### config.mk
export PLATFORM = sky130hd
export DESIGN_NAME = irq_vec_ctrl
export DESIGN_NICKNAME = d
export VERILOG_FILES = /design/src/rtl/irq_pkg.sv /design/src/rtl/irq_pending.sv /design/src/rtl/irq_arbiter.sv /design/src/rtl/irq_handshake.sv /design/src/rtl/irq_vec_ctrl.sv
export SDC_FILE = /design/constraint.sdc
export NUM_CORES = 1
export LEC_CHECK = 0
export ABC_AREA = 1
export ABC_CLOCK_PERIOD_IN_PS = 2400
export CAP_MARGIN = 25
export CELL_PAD_IN_SITES_DETAIL_PLACEMENT = 1
export CELL_PAD_IN_SITES_GLOBAL_PLACEMENT = 1
export CORE_MARGIN = 4
export CORE_UTILIZATION = 31
export CTS_BUF_LIST = sky130_fd_sc_hd__clkbuf_4 sky130_fd_sc_hd__clkbuf_8
export DETAILED_ROUTE_END_ITERATION = 8
export PLACE_DENSITY = 0.84
export SLEW_MARGIN = 5
export SYNTH_ARGS = -nofsm -noshare
export SYNTH_HDL_FRONTEND = slang
export SYNTH_SLANG_ARGS = --single-unit
### constraint.sdc
create_clock -name clk -period 2.4 [get_ports clk]
set_clock_uncertainty 0.15 [all_clocks]
set_input_delay 0.48 -clock clk [delete_from_list [all_inputs] [get_ports clk]]
set_output_delay 0.48 -clock clk [all_outputs]
set_load 0.01 [all_outputs]
### src/rtl/irq_pkg.sv
package irq_pkg;
  typedef enum logic [1:0] {
    HS_IDLE = 2'd0,
    HS_REQ  = 2'd1,
    HS_WAIT = 2'd2
  } hs_state_t;
endpackage

### src/rtl/irq_pending.sv
module irq_pending #(
  parameter int N_SRC = 8
) (
  input  logic             clk,
  input  logic             rst_n,
  input  logic [N_SRC-1:0] src_req,
  input  logic [N_SRC-1:0] src_en,
  input  logic             nmi_req,
  input  logic [N_SRC-1:0] clr_src,
  input  logic             clr_nmi,
  output logic [N_SRC-1:0] pend,
  output logic             nmi_pend
);
  logic [N_SRC-1:0] pend_q, pend_d;
  logic             nmi_q, nmi_d;

  for (genvar i = 0; i < N_SRC; i++) begin : g_bit
    always_comb begin
      pend_d[i] = src_en[i] & ~clr_src[i] & (pend_q[i] | src_req[i]);
    end
  end

  always_comb begin
    nmi_d = ~clr_nmi & (nmi_q | nmi_req);
  end

  always_ff @(posedge clk or negedge rst_n) begin
    if (!rst_n) begin
      pend_q <= '0;
      nmi_q  <= 1'b0;
    end else begin
      pend_q <= pend_d;
      nmi_q  <= nmi_d;
    end
  end

  assign pend     = pend_q;
  assign nmi_pend = nmi_q;

  // nothing stays pending on a source that was disabled at the last edge
  p_drop_disabled_r4: assert property (@(posedge clk) disable iff (!rst_n)
    rst_n |=> ((pend_q & ~$past(src_en)) == '0));

  // a latched request survives until its clear strobe
  p_hold_pending_r9: assert property (@(posedge clk) disable iff (!rst_n)
    (pend_q != '0 && (clr_src & pend_q) == '0 && (src_en & pend_q) == pend_q)
      |=> ((pend_q & $past(pend_q)) == $past(pend_q)));

  // the non-maskable request is kept until served
  p_nmi_hold_r3: assert property (@(posedge clk) disable iff (!rst_n)
    (nmi_q && !clr_nmi) |=> nmi_q);
endmodule

### src/rtl/irq_arbiter.sv
module irq_arbiter #(
  parameter int N_SRC = 8,
  parameter int IDW   = 3,
  parameter int PW    = 4
) (
  input  logic             clk,
  input  logic             rst_n,
  input  logic [N_SRC-1:0] pend,
  input  logic [N_SRC-1:0] src_en,
  input  logic             nmi_pend,
  input  logic [PW-1:0]    cpu_prio,
  output logic             cand_valid,
  output logic             cand_nmi,
  output logic [IDW-1:0]   cand_id
);
  logic [N_SRC-1:0] elig;
  logic [IDW-1:0]   top_id;

  for (genvar i = 0; i < N_SRC; i++) begin : g_elig
    always_comb begin
      elig[i] = pend[i] & src_en[i] & (PW'(i + 1) > cpu_prio);
    end
  end

  always_comb begin
    top_id = '0;
    for (int i = 0; i < N_SRC; i++) begin
      if (elig[i]) top_id = IDW'(i);
    end
  end

  always_comb begin
    cand_nmi   = nmi_pend;
    cand_valid = nmi_pend | (|elig);
    cand_id    = nmi_pend ? '0 : top_id;
  end

  // the candidate is eligible and nothing above it is
  p_highest_wins_r1: assert property (@(posedge clk) disable iff (!rst_n)
    (cand_valid && !cand_nmi) |-> ((elig >> cand_id) == N_SRC'(1)));

  // a source at or below the CPU level never becomes the candidate
  p_prio_mask_r2: assert property (@(posedge clk) disable iff (!rst_n)
    (cand_valid && !cand_nmi) |-> ((PW'(cand_id) + PW'(1)) > cpu_prio));

  // a pending non-maskable request always owns the candidate slot
  p_nmi_first_r3: assert property (@(posedge clk) disable iff (!rst_n)
    nmi_pend |-> (cand_valid && cand_nmi));
endmodule

### src/rtl/irq_handshake.sv
module irq_handshake
  import irq_pkg::*;
#(
  parameter int N_SRC       = 8,
  parameter int IDW         = 3,
  parameter int VEC_W       = 8,
  parameter int TIMEOUT_CYC = 16
) (
  input  logic             clk,
  input  logic             rst_n,
  input  logic             cand_valid,
  input  logic             cand_nmi,
  input  logic [IDW-1:0]   cand_id,
  input  logic             insn_boundary,
  input  logic             cpu_ack,
  input  logic             dev_vec_valid,
  input  logic [VEC_W-1:0] dev_vec,
  output logic             irq_req,
  output logic             irq_nmi,
  output logic [IDW-1:0]   irq_id,
  output logic [N_SRC-1:0] dev_ack_oh,
  output logic             nmi_ack,
  output logic             vec_valid,
  output logic [VEC_W-1:0] vec,
  output logic             bus_err,
  output logic [N_SRC-1:0] clr_src,
  output logic             clr_nmi
);
  localparam int CW = $clog2(TIMEOUT_CYC + 1);
  localparam logic [CW-1:0] LAST = CW'(TIMEOUT_CYC - 1);

  hs_state_t        state_q, state_d;
  logic [IDW-1:0]   gid_q;
  logic             gnmi_q;
  logic [CW-1:0]    cnt_q;
  logic [VEC_W-1:0] vec_q;
  logic             vval_q, berr_q;
  logic             grant_load, cnt_clr, cnt_inc, accept, expire;

  always_comb begin
    state_d    = state_q;
    grant_load = 1'b0;
    cnt_clr    = 1'b0;
    cnt_inc    = 1'b0;
    accept     = 1'b0;
    expire     = 1'b0;
    case (state_q)
      HS_IDLE: begin
        if (insn_boundary && cand_valid) begin
          state_d    = HS_REQ;
          grant_load = 1'b1;
        end
      end
      HS_REQ: begin
        if (cpu_ack) begin
          state_d = HS_WAIT;
          cnt_clr = 1'b1;
        end
      end
      HS_WAIT: begin
        if (dev_vec_valid) begin
          accept  = 1'b1;
          state_d = HS_IDLE;
        end else if (cnt_q == LAST) begin
          expire  = 1'b1;
          state_d = HS_IDLE;
        end else begin
          cnt_inc = 1'b1;
        end
      end
      default: state_d = HS_IDLE;
    endcase
  end

  always_ff @(posedge clk or negedge rst_n) begin
    if (!rst_n) begin
      state_q <= HS_IDLE;
      gid_q   <= '0;
      gnmi_q  <= 1'b0;
      cnt_q   <= '0;
      vec_q   <= '0;
      vval_q  <= 1'b0;
      berr_q  <= 1'b0;
    end else begin
      state_q <= state_d;
      if (grant_load) begin
        gid_q  <= cand_id;
        gnmi_q <= cand_nmi;
      end
      if (cnt_clr) begin
        cnt_q <= '0;
      end else if (cnt_inc) begin
        cnt_q <= cnt_q + CW'(1);
      end
      if (accept) begin
        vec_q <= dev_vec;
      end
      vval_q <= accept;
      berr_q <= expire;
    end
  end

  for (genvar i = 0; i < N_SRC; i++) begin : g_ack
    always_comb begin
      dev_ack_oh[i] = (state_q == HS_WAIT) && !gnmi_q && (gid_q == IDW'(i));
      clr_src[i]    = accept && !gnmi_q && (gid_q == IDW'(i));
    end
  end

  always_comb begin
    irq_req = (state_q == HS_REQ);
    irq_nmi = (state_q == HS_REQ) && gnmi_q;
    irq_id  = gid_q;
    nmi_ack = (state_q == HS_WAIT) && gnmi_q;
    clr_nmi = accept && gnmi_q;
  end

  assign vec_valid = vval_q;
  assign vec       = vec_q;
  assign bus_err   = berr_q;

  // the offer is held until the CPU takes it
  p_req_hold_r5: assert property (@(posedge clk) disable iff (!rst_n)
    (irq_req && !cpu_ack) |=> irq_req);

  // taking the offer acknowledges exactly one requester
  p_ack_follows_r5: assert property (@(posedge clk) disable iff (!rst_n)
    (irq_req && cpu_ack) |=> ($countones({dev_ack_oh, nmi_ack}) == 1));

  // a fresh offer needs an instruction boundary at the edge that raised it
  p_boundary_only_r7: assert property (@(posedge clk) disable iff (!rst_n)
    $rose(irq_req) |-> $past(insn_boundary));

  // the wait counter never passes the timeout
  p_cnt_bound_r6: assert property (@(posedge clk) disable iff (!rst_n)
    (state_q == HS_WAIT) |-> (cnt_q < CW'(TIMEOUT_CYC)));

  // bus error is a single-cycle pulse and never coincides with a vector
  p_err_pulse_r6: assert property (@(posedge clk) disable iff (!rst_n)
    bus_err |=> !bus_err);
  p_err_excl_r6: assert property (@(posedge clk) disable iff (!rst_n)
    !(bus_err && vec_valid));

  // the vector strobe lasts one cycle and carries the device vector
  p_vec_pulse_r8: assert property (@(posedge clk) disable iff (!rst_n)
    vec_valid |=> !vec_valid);
  p_vec_value_r8: assert property (@(posedge clk) disable iff (!rst_n)
    (dev_vec_valid && (dev_ack_oh != '0 || nmi_ack)) |=> (vec_valid && vec == $past(dev_vec)));
endmodule

### src/rtl/irq_vec_ctrl.sv
module irq_vec_ctrl #(
  parameter int N_SRC       = 8,
  parameter int VEC_W       = 8,
  parameter int TIMEOUT_CYC = 16,
  localparam int IDW        = (N_SRC > 1) ? $clog2(N_SRC) : 1,
  localparam int PW         = $clog2(N_SRC + 1)
) (
  input  logic             clk,
  input  logic             rst_n,
  input  logic [N_SRC-1:0] src_req,
  input  logic [N_SRC-1:0] src_en,
  input  logic             nmi_req,
  input  logic [PW-1:0]    cpu_prio,
  input  logic             insn_boundary,
  output logic             irq_req,
  output logic             irq_nmi,
  output logic [IDW-1:0]   irq_id,
  input  logic             cpu_ack,
  output logic [N_SRC-1:0] dev_ack_oh,
  output logic             nmi_ack,
  input  logic             dev_vec_valid,
  input  logic [VEC_W-1:0] dev_vec,
  output logic             vec_valid,
  output logic [VEC_W-1:0] vec,
  output logic             bus_err
);
  logic [N_SRC-1:0] pend, clr_src;
  logic             nmi_pend, clr_nmi;
  logic             cand_valid, cand_nmi;
  logic [IDW-1:0]   cand_id;

  irq_pending #(.N_SRC(N_SRC)) u_pending (
    .clk      (clk),
    .rst_n    (rst_n),
    .src_req  (src_req),
    .src_en   (src_en),
    .nmi_req  (nmi_req),
    .clr_src  (clr_src),
    .clr_nmi  (clr_nmi),
    .pend     (pend),
    .nmi_pend (nmi_pend)
  );

  irq_arbiter #(.N_SRC(N_SRC), .IDW(IDW), .PW(PW)) u_arbiter (
    .clk        (clk),
    .rst_n      (rst_n),
    .pend       (pend),
    .src_en     (src_en),
    .nmi_pend   (nmi_pend),
    .cpu_prio   (cpu_prio),
    .cand_valid (cand_valid),
    .cand_nmi   (cand_nmi),
    .cand_id    (cand_id)
  );

  irq_handshake #(
    .N_SRC(N_SRC), .IDW(IDW), .VEC_W(VEC_W), .TIMEOUT_CYC(TIMEOUT_CYC)
  ) u_handshake (
    .clk           (clk),
    .rst_n         (rst_n),
    .cand_valid    (cand_valid),
    .cand_nmi      (cand_nmi),
    .cand_id       (cand_id),
    .insn_boundary (insn_boundary),
    .cpu_ack       (cpu_ack),
    .dev_vec_valid (dev_vec_valid),
    .dev_vec       (dev_vec),
    .irq_req       (irq_req),
    .irq_nmi       (irq_nmi),
    .irq_id        (irq_id),
    .dev_ack_oh    (dev_ack_oh),
    .nmi_ack       (nmi_ack),
    .vec_valid     (vec_valid),
    .vec           (vec),
    .bus_err       (bus_err),
    .clr_src       (clr_src),
    .clr_nmi       (clr_nmi)
  );

  // the block is quiet in the first cycle after reset
  p_reset_quiet_r10: assert property (@(posedge clk)
    $rose(rst_n) |-> (!irq_req && !nmi_ack && dev_ack_oh == '0 && !vec_valid && !bus_err));
endmodule

==> out/summary.txt, run 1 <==
Final count of pins violating max slew -> 0
Register bit count reported by yosys -> 30
Worst hold path class -> flop to flop
Clock tree root buffer cell -> sky130_fd_sc_hd__clkbuf_8
CTS sink count -> 30
Total I/O pin count -> 58
Crit path launch type -> flop
Setup TNS -> 0 ps
Crit Path Class -> flop to output port
GR Util All Layers -> 16.16%
Arr. time, crit path -> 1660 ps
Power, Total -> 1.724 mW
Register area share after synthesis -> 51.15%
Number of I/O port buffers -> 57
Worst-case headroom to the max-slew limit -> 66.26%
Highest-count cells in the layout ignoring fill and taps -> sky130_fd_sc_hd__nand2_1 (56), sky130_fd_sc_hd__clkdlybuf4s50_1 (49), sky130_fd_sc_hd__dfrtp_1 (30)
Hpwl dp -> 3420 um
Leak Pwr -> 1.066 nW
Floorplan die width -> 76.81 um
Final nets -> 286
Placeable core area -> 4474 um2
Cell area power density -> 787.1 nW/um2
Worst-case clock buffer depth -> 2
Number of diodes -> 0
Required time of the worst setup path -> 1770 ps
Highest fanout seen on the critical path -> 3
Cell area after synthesis -> 1468 um2
Count of unique library cells instantiated by Yosys -> 22
Count of mapped cells out of synthesis -> 185
Start point of the worst min-delay path -> u_handshake.vec[3]$_DFFE_PN0P_
Most frequent standard cell in the layout excluding fill and tap cells -> sky130_fd_sc_hd__nand2_1
CP Capture Type -> output port
Maximum resistive drop on vdd -> 0.0003947 V
Area growth, synth to finish -> 49.19%
Number of violations of the max-capacitance limit -> 0
Via count of the first global-routing pass -> 1,567
Number of vias per cell after detailed routing -> 4.778
Mapped Nets -> 221
First-pass GRT wire length -> 7569 um
Hold slack final -> 329.8 ps
Hold Buf Count CTS -> 0
Number of antenna violations at the first check in global routing -> 0
Die Span Y -> 76.81 um
Number of cell rows -> 24
Minimum clock period after layout -> 2287 ps
Drt first pass iters -> 4
H-tree depth reported by CTS -> 2
Peak Freq -> 437.2 MHz
R2R Setup Slk -> 450 ps
Worst hold path depth -> 2
Final weighted congestion in routability-driven placement -> 0.7882
Worst r2r dst -> u_handshake.cnt_q[2]$_DFFE_PN0P_
TritonCTS Buffers -> 5
Effective utilization at floorplan -> 32.80%
Pin count of the biggest net entering global routing -> 31
Worst Max-Slew Pin Slew -> 505.1 ps
CTS tree -> yes
Post-route clock period utilization -> 95.31%
Number of setup violations in the final report -> 0
Post-detailed-routing wire length -> 4323 um
Average wire length per cell after detail routing -> 14.31 um
Synth Area per Inst -> 7.933 um2
Post-detailed-route count of antenna-violating nets -> 0
RSZ-0062 raised after global routing -> no
Routed via count -> 1,443
Clock transition at path regs -> 60 ps
Worst hold path endpoint -> u_handshake.vec[3]$_DFFE_PN0P_
Final hold vios -> 0
Die footprint -> 5899 um2
Worst r2r path cells -> 9
Clk_lat worst skew -> 280 ps
Number of remaining DRC errors -> 0
Warnings from Yosys -> 0
Startpoint of the lowest-slack register-to-register path -> u_handshake.cnt_q[0]$_DFFE_PN0P_
Run status -> finished, final reports clean
Fraction of layout cells with a size suffix above 1 -> 10.40%
Detailed Route Iter0 Violations -> 73
Total grt overflow -> 0
[layout make-up]
type | instances | area (um2)
clock inverter | 2 | 10.01
tap | 52 | 65.06
sequential | 30 | 750.7
multi-input combinational | 133 | 640.6
timing repair buffer | 59 | 575.6
fill | 563 | 2285
clock buffer | 5 | 68.82
inverter | 21 | 78.83
[what timing repair did]
action | in CTS | in global routing
setup endpoints to repair | 8 | 1
buffers inserted | 0 | 0
cloned | 0 | 0
resized for setup | 10 | 1
[critical path: stages, from the launching register on]
cell and delay, ps:
sky130_fd_sc_hd__dfrtp_1 430, sky130_fd_sc_hd__nor2_2 180, sky130_fd_sc_hd__inv_1 70, sky130_fd_sc_hd__nor2_1 130, sky130_fd_sc_hd__clkdlybuf4s50_1 570
[flip-flops by register name, summed over array words and instances (netlist names)]
signal / flops
u_handshake.vec: 8
u_pending.pend: 8
u_handshake.cnt_q: 5
u_handshake.irq_id: 3
u_handshake.state_q: 2
u_handshake.bus_err: 1
u_handshake.gnmi_q: 1
u_handshake.vec_valid: 1
u_pending.nmi_pend: 1
[cell families after synthesis]
kind of cell	after synthesis	synth area share (%)
and+or+nand+nor	103	31.63
buffers and inverters	22	5.712
AOI/OAI and AO/OA	28	9.803
adders and majority gates	2	1.705
DFF	30	51.15
[where the power goes]
group / switching (mW) / internal (mW) / leakage (nW)
Combinational: 0.329 / 0.303 / 0.636
Sequential: 0.0823 / 0.628 / 0.385
Clock: 0.187 / 0.194 / 0.0438
Total: 0.599 / 1.12 / 1.07
[cell usage after synthesis]
library cell               n  area share (%)
sky130_fd_sc_hd__a21oi_1   9             3.1
sky130_fd_sc_hd__a31oi_1   1            0.43
sky130_fd_sc_hd__buf_2     1            0.34
sky130_fd_sc_hd__dfrtp_1  30              51
sky130_fd_sc_hd__ha_1      2             1.7
sky130_fd_sc_hd__inv_1    19             4.9
sky130_fd_sc_hd__inv_2     2            0.51
sky130_fd_sc_hd__nand2_1  57              15
sky130_fd_sc_hd__nand2_2   5             2.1
sky130_fd_sc_hd__nand2_4   1            0.77
sky130_fd_sc_hd__nand3_1  11             3.8
sky130_fd_sc_hd__nand3_2   1            0.68
sky130_fd_sc_hd__nand4_1   1            0.43
sky130_fd_sc_hd__nor2_1   19             4.9
sky130_fd_sc_hd__nor2_2    2            0.85
sky130_fd_sc_hd__nor2_4    2             1.5
sky130_fd_sc_hd__nor3_1    1            0.34
sky130_fd_sc_hd__nor3_2    1            0.68
sky130_fd_sc_hd__nor3b_1   2             1.0
sky130_fd_sc_hd__o21ai_0  11             3.8
sky130_fd_sc_hd__o21ai_1   5             1.7
sky130_fd_sc_hd__o22ai_1   2            0.85
[per-stage QoR]
step | std cells | setup WS (ps) | util [%] | area [um2]
after floorplan | 185 | 702.4 | - | 1468
after global placement | 295 | 247.9 | 47.23 | 2113
after detailed placement | 295 | 141.7 | 47.23 | 2113
after CTS | 302 | 5.323 | 48.88 | 2187
after global routing | 302 | 16.78 | 48.94 | 2190
final | 302 | 112.6 | 48.94 | 2190
[metal layers]
metal / GRT usage (%) / up-vias / routed length (um)
met2: 27.00 / 49 / 2081
met3: 4.567 / 8 / 305
met1: 19.50 / 664 / 1881
met5: 0 / - / 0
li1: - / 722 / -
met4: 6.522 / 0 / 55
[worst max-delay path by stage]
stage	start	endpoint	slack (ps)	depth (start not counted)
global placement	u_handshake.state_q[0]$_DFFE_PN0P_	dev_ack_oh[7]	250	6
finish	u_handshake.state_q[1]$_DFFE_PN0P_	irq_nmi	110	4
floorplan	u_handshake.cnt_q[0]$_DFFE_PN0P_	u_handshake.cnt_q[3]$_DFFE_PN0P_	700	9
detailed placement	u_handshake.state_q[0]$_DFFE_PN0P_	dev_ack_oh[7]	140	6
global route	u_handshake.state_q[1]$_DFFE_PN0P_	irq_nmi	20	4
CTS	u_handshake.state_q[1]$_DFFE_PN0P_	irq_nmi	5	4
(Power assumes the default switching activity.)
==> run 2: changes to the inputs <==
Settings changed: ABC_CLOCK_PERIOD_IN_PS 2400 to default, CORE_UTILIZATION 31 to 30, PLACE_DENSITY 0.84 to 0.81.
Clock period 2.4 ns to 2.75 ns, I/O delays scaled along.
==> run 2 against run 1 <==
Against the previous run: largest power group unchanged; combinational power fell by 13%; count of clock-buffer cells in the layout rose by 2; power shrank 10%; sequential power down 13%; via count fell by 2.0%.
==> out/summary.txt, run 2 (synthesized netlist as in run 1, its figures left out) <==
Post-detailed-route count of antenna-violating nets -> 0 (unchanged)
Delay of the slowest cell on the worst path -> 550 ps (-20 ps)
Final hold vios -> 0 (unchanged)
Worst-case headroom to the max-slew limit -> 69.43% (+3.2 points)
Worst Max-Slew Pin Slew -> 457.5 ps (-47.55 ps)
Register area -> 750.7 um2 (unchanged)
Average wire length per cell after detail routing -> 13.47 um (-5.9%)
Clock transition at path regs -> 60 ps (about the same)
Multi-input logic area -> 633.1 um2 (-1.2%)
Worst-case clock buffer depth -> 2 (unchanged)
Die Span Y -> 77.95 um (+1.5%)
Hold slack final -> 335.7 ps (+5.978 ps)
Resize count post-CTS -> 0 (-10)
GR Util All Layers -> 15.65% (-0.51 points)
Setup TNS -> 0 ps (unchanged)
Final weighted congestion in routability-driven placement -> 0.7925 (+0.55%)
Post-route clock period utilization -> 93.63%
Number of cell rows -> 25 (+4.2%)
Effective utilization at floorplan -> 31.07% (-1.7 points)
Final count of pins violating max slew -> 0 (unchanged)
Fraction of layout cells with a size suffix above 1 -> 9.562% (-0.84 points)
Floorplan die width -> 77.95 um (+1.5%)
Number of diodes -> 0 (unchanged)
Power, Total -> 1.552 mW (-10%)
Number of vias per cell after detailed routing -> 4.447 (-6.9%)
First-pass GRT wire length -> 7376 um (-2.5%)
Highest fanout seen on the critical path -> 5 (+2)
Die footprint -> 6075 um2 (+3.0%)
Cell area power density -> 696.9 nW/um2 (-11%)
Final core utilization -> 47.15% (-1.8 points)
Peak Freq -> 388.4 MHz
Number of violations of the max-capacitance limit -> 0 (unchanged)
R2R Setup Slk -> 870 ps (+420 ps)
Maximum resistive drop on vdd -> 0.0003504 V (-11%)
CP cell instances -> inv_1, nand2_2, nor2_1, nand2_1, nor2_1, clkdlybuf4s50_1
Clk_lat worst skew -> 290 ps (about the same)
Arr. time, crit path -> 1870 ps (+210 ps)
Placed Area -> 2132 um2 (+0.89%)
CTS tree -> yes
Number of remaining DRC errors -> 0 (unchanged)
TritonCTS Buffers -> 5 (unchanged)
Crit path launch type -> flop
Hpwl dp -> 3322 um (-2.9%)
Cell with the largest stage delay on the worst path -> sky130_fd_sc_hd__clkdlybuf4s50_1
Postcts setup bufs -> 0 (unchanged)
Minimum clock period after layout -> 2575 ps
Number of setup violations in the final report -> 0 (unchanged)
Via count of the first global-routing pass -> 1,561 (-0.38%)
Clock tree root buffer cell -> sky130_fd_sc_hd__clkbuf_8
Pin count of the biggest net entering global routing -> 31 (unchanged)
Area growth, synth to finish -> 51.75%
Hold Buf Count CTS -> 0 (unchanged)
Final nets -> 286 (unchanged)
Worst hold path class -> flop to flop
CTS sink count -> 30 (unchanged)
CP most frequent cell -> sky130_fd_sc_hd__nor2_1
Run status -> finished, final reports clean
Highest-count cells in the layout ignoring fill and taps -> sky130_fd_sc_hd__nand2_1 (57), sky130_fd_sc_hd__clkdlybuf4s50_1 (57), sky130_fd_sc_hd__dfrtp_1 (30)
Routed via count -> 1,414 (-2.0%)
Number of filler cells placed in the layout -> 591 (+5.0%)
Total I/O pin count -> 58 (unchanged)
Total grt overflow -> 0 (unchanged)
Placeable core area -> 4723 um2 (+5.6%)
Post-route design area -> 2227 um2 (+1.7%)
Crit Path Class -> flop to output port
Drt first pass iters -> 4 (unchanged)
Number of I/O port buffers -> 57 (unchanged)
RSZ-0062 raised after global routing -> yes
H-tree depth reported by CTS -> 2 (unchanged)
Leak Pwr -> 1.034 nW (-2.9%)
Number of antenna violations at the first check in global routing -> 0 (unchanged)
Required time of the worst setup path -> 2050 ps (+280 ps)
CP Capture Type -> output port
Post-detailed-routing wire length -> 4283 um (-0.93%)
Detailed Route Iter0 Violations -> 44 (-40%)
==> run 2: worst paths after layout <==
kind	start	to	depth (start not counted)
max	u_handshake.state_q[0]$_DFFE_PN0P_	dev_ack_oh[7]	6
min	u_handshake.vec[5]$_DFFE_PN0P_	u_handshake.vec[5]$_DFFE_PN0P_	2
max reg2reg	u_handshake.cnt_q[0]$_DFFE_PN0P_	u_handshake.cnt_q[2]$_DFFE_PN0P_	9
min reg2reg	u_handshake.vec[5]$_DFFE_PN0P_	u_handshake.vec[5]$_DFFE_PN0P_	2
max in group asynchronous	rst_n	u_handshake.cnt_q[3]$_DFFE_PN0P_	2
min in group asynchronous	rst_n	u_pending.pend[6]$_DFF_PN0_	2
==> run 2: layout make-up <==
class                           instances  area share, %
Clock buffer                            7          4.045
Clock inverter                          1         0.2247
Multi-Input combinational cell        133          28.43
Sequential cell                        30          33.71
Inverter                               21          3.539
Tap cell                               67          3.764
Timing Repair Buffer                   59          26.29
==> run 2: through the flow <==
stage          std cells  worst slack [ps]
6_report             318             175.1
4_1_cts              318             127.6
5_1_grt              318            -16.68
3_5_place_dp         310             451.3
3_3_place_gp         310             513.9
2_1_floorplan        185              1052
==> run 2: where the power goes <==
group	switching (mW)	leakage, nW	total (mW)	internal [mW]
logic	0.284	0.597	0.549	0.265
clock network	0.173	0.0517	0.385	0.211
registers	0.0696	0.385	0.618	0.548
==> run 2: critical path: cells and delay by family (launching register included) <==
family	cells	cell delay, ps
buffers and inverters	2	640
and+or+nand+nor	4	560
DFF	1	390
==> run 2: per-layer routing <==
metal	routed length, um	track usage [%]
met1	1960	19.32
met2	1938	24.32
met3	318	6.265
met4	65	6.294
met5	0	0
==> run 3: changes to the inputs <==
==> constraint.sdc (replaced) <==
create_clock -name clk -period 2.75 [get_ports clk]
set_clock_uncertainty 0.15 [all_clocks]
set_input_delay 0.4125 -clock clk [delete_from_list [all_inputs] [get_ports clk]]
set_output_delay 0.4125 -clock clk [all_outputs]
set_load 0.01 [all_outputs]
==> run 3 against run 2 <==
Against the previous run: critical endpoint is now dev_ack_oh[3]; clock power increased by 17%; sequential power about the same; via count increased by 1.6%; maximum frequency increased by 6.0%; global-route usage decreased by 0.24 points; die area unchanged; worst hold slack about the same; core utilization increased by 0.40 points.
==> out/summary.txt, run 3 (synthesized netlist as in run 1, its figures left out) <==
Run status -> finished, final reports clean
Hpwl dp -> 3334 um (+0.37%)
Routed via count -> 1,437 (+1.6%)
Placed Area -> 2132 um2 (unchanged)
Final hold vios -> 0 (unchanged)
Die Span Y -> 77.95 um (unchanged)
Number of vias per cell after detailed routing -> 4.519 (+1.6%)
Setup TNS -> 0 ps (unchanged)
Via count of the first global-routing pass -> 1,533 (-1.8%)
Maximum resistive drop on vdd -> 0.0004365 V (+25%)
CP Capture Type -> output port
GRT Max-Usage Layer -> met2
Final nets -> 286 (unchanged)
Highest-count cells in the layout ignoring fill and taps -> sky130_fd_sc_hd__nand2_1 (57), sky130_fd_sc_hd__clkdlybuf4s50_1 (57), sky130_fd_sc_hd__dfrtp_1 (30)
Number of remaining DRC errors -> 0 (unchanged)
Final weighted congestion in routability-driven placement -> 0.7930 (about the same)
Number of I/O port buffers -> 57 (unchanged)
Seq pwr share -> 38.2% (-1.6 points)
Cell area power density -> 719.3 nW/um2 (+3.2%)
Clk network pwr share -> 28.0% (+3.2 points)
Cell with the largest stage delay on the worst path -> sky130_fd_sc_hd__clkdlybuf4s50_1
Switching share of total power -> 31.68% (-2.3 points)
CP most frequent cell -> sky130_fd_sc_hd__nor2_1
Total grt overflow -> 0 (unchanged)
Effective utilization at floorplan -> 31.07% (unchanged)
Number of filler cells placed in the layout -> 592 (+0.17%)
Delay of the slowest cell on the worst path -> 560 ps (about the same)
M3 GR Usage -> 6.032% (-0.23 points)
Number of violations of the max-capacitance limit -> 0 (unchanged)
Final setup slack of the worst path -> 320.5 ps (+145.4 ps)
Post-route design area -> 2246 um2 (+0.84%)
Crit Path Class -> flop to output port
Post-detailed-routing wire length -> 4272 um (-0.26%)
TritonCTS Buffers -> 5 (unchanged)
Drt first pass iters -> 4 (unchanged)
Number of diodes -> 0 (unchanged)
Met2 global-route usage -> 23.89% (-0.43 points)
Pin count of the biggest net entering global routing -> 31 (unchanged)
Postcts setup bufs -> 0 (unchanged)
Placeable core area -> 4723 um2 (unchanged)
Worst hold path class -> flop to flop
Arr. time, crit path -> 1870 ps (about the same)
First-pass GRT wire length -> 7369 um (about the same)
Required time of the worst setup path -> 2190 ps (+140 ps)
Part of the power in combinational logic -> 33.8% (-1.6 points)
Post-detailed-route count of antenna-violating nets -> 0 (unchanged)
Resize count post-CTS -> 0 (unchanged)
RSZ-0062 raised after global routing -> no
CTS tree -> yes
Average wire length per cell after detail routing -> 13.43 um (-0.26%)
Final core utilization -> 47.55% (+0.40 points)
CTS sink count -> 30 (unchanged)
Fraction of layout cells with a size suffix above 1 -> 9.562% (unchanged)
Met1 usage -> 19.69% (+0.38 points)
Hold Buf Count CTS -> 0 (unchanged)
CP cell instances -> inv_1, nand2_2, nor2_1, nand2_1, nor2_1, clkdlybuf4s50_1
Sw Pwr -> 0.5118 mW (-2.9%)
Floorplan die width -> 77.95 um (unchanged)
Clock transition at path regs -> 60 ps (about the same)
Number of setup violations in the final report -> 0 (unchanged)
Final count of pins violating max slew -> 0 (unchanged)
Minimum clock period after layout -> 2429 ps (-145.4 ps)
Worst-case clock buffer depth -> 2 (unchanged)
H-tree depth reported by CTS -> 2 (unchanged)
Worst-case headroom to the max-slew limit -> 70.55% (+1.1 points)
Top delay family on crit path -> buffers and inverters
Highest fanout seen on the critical path -> 5 (unchanged)
Total I/O pin count -> 58 (unchanged)
Crit path launch type -> flop
GR Util All Layers -> 15.41% (-0.24 points)
Number of cell rows -> 25 (unchanged)
CP bufs+invs -> 2 (unchanged)
Number of antenna violations at the first check in global routing -> 0 (unchanged)
Internal power -> 1.104 mW (+7.7%)
Clock tree root buffer cell -> sky130_fd_sc_hd__clkbuf_8
Peak Freq -> 411.6 MHz (+6.0%)
Detailed Route Iter0 Violations -> 78 (+77%)
Leak Pwr -> 1.042 nW (+0.74%)
Post-route clock period utilization -> 88.34% (-5.3 points)
Die footprint -> 6075 um2 (unchanged)
Worst Max-Slew Pin Slew -> 440.7 ps (-16.77 ps)
Clk_lat worst skew -> 280 ps (about the same)
Setup Slack @ Placement -> 616.0 ps (+164.7 ps)
Area growth, synth to finish -> 53.03%
==> run 3: through the flow <==
step	std cells	power, mW	hold WS [ps]
global placement	310	1.162	312.3
finish	318	1.615	335.7
floorplan	185	0.8748	-33.09
CTS	318	1.646	341.1
detailed placement	310	1.180	323.8
global route	318	1.732	374.5
==> run 3: final cells by class <==
class,instances,area [um2],area share [%]
Tap cell,67,83.83,3.733
Clock inverter,1,30.03,1.337
Inverter,21,78.83,3.510
Sequential cell,30,750.7,33.43
Timing Repair Buffer,59,585.6,26.07
Clock buffer,7,83.83,3.733
Multi-Input combinational cell,133,633.1,28.19
==> run 3: layer usage <==
layer,vias up,part of all wire [%]
li1,721,-
met2,50,46
met5,-,0
met1,657,45
met4,0,1.5
met3,9,7.6
==> run 3: path summary, 6_finish.rpt <==
check / startpoint / slack [ps] / cells after the start / end
setup / recovery: u_handshake.state_q[0]$_DFFE_PN0P_ / 320 / 6 / dev_ack_oh[3]
hold / removal: u_handshake.vec[6]$_DFFE_PN0P_ / 340 / 2 / u_handshake.vec[6]$_DFFE_PN0P_
setup reg to reg: u_handshake.cnt_q[0]$_DFFE_PN0P_ / 860 / 9 / u_handshake.cnt_q[3]$_DFFE_PN0P_
hold reg to reg: u_handshake.vec[6]$_DFFE_PN0P_ / 340 / 2 / u_handshake.vec[6]$_DFFE_PN0P_
max in group asynchronous: rst_n / 1790 / 2 / u_handshake.gnmi_q$_DFFE_PN0P_
min in group asynchronous: rst_n / 380 / 2 / u_handshake.vec[2]$_DFFE_PN0P_
==> run 3: worst register-to-register path, stage by stage, from the launching register on <==
cell and delay [ps]:
sky130_fd_sc_hd__dfrtp_1 400, sky130_fd_sc_hd__ha_1 220, sky130_fd_sc_hd__nand2_1 90, sky130_fd_sc_hd__nor2_1 50, sky130_fd_sc_hd__ha_1 210, sky130_fd_sc_hd__nor3_2 250, sky130_fd_sc_hd__inv_1 140, sky130_fd_sc_hd__o21ai_0 170
sky130_fd_sc_hd__nand2_1 60, sky130_fd_sc_hd__nor2_1 90
==> run 3: power groups by stage <==
stage | Combinational, mW | Sequential [mW] | Clock (mW)
detailed placement | 0.556 | 0.624 | 0
finish | 0.546 | 0.618 | 0.452
CTS | 0.560 | 0.619 | 0.467
floorplan | 0.234 | 0.641 | 0
global route | 0.612 | 0.635 | 0.485
global placement | 0.542 | 0.620 | 0
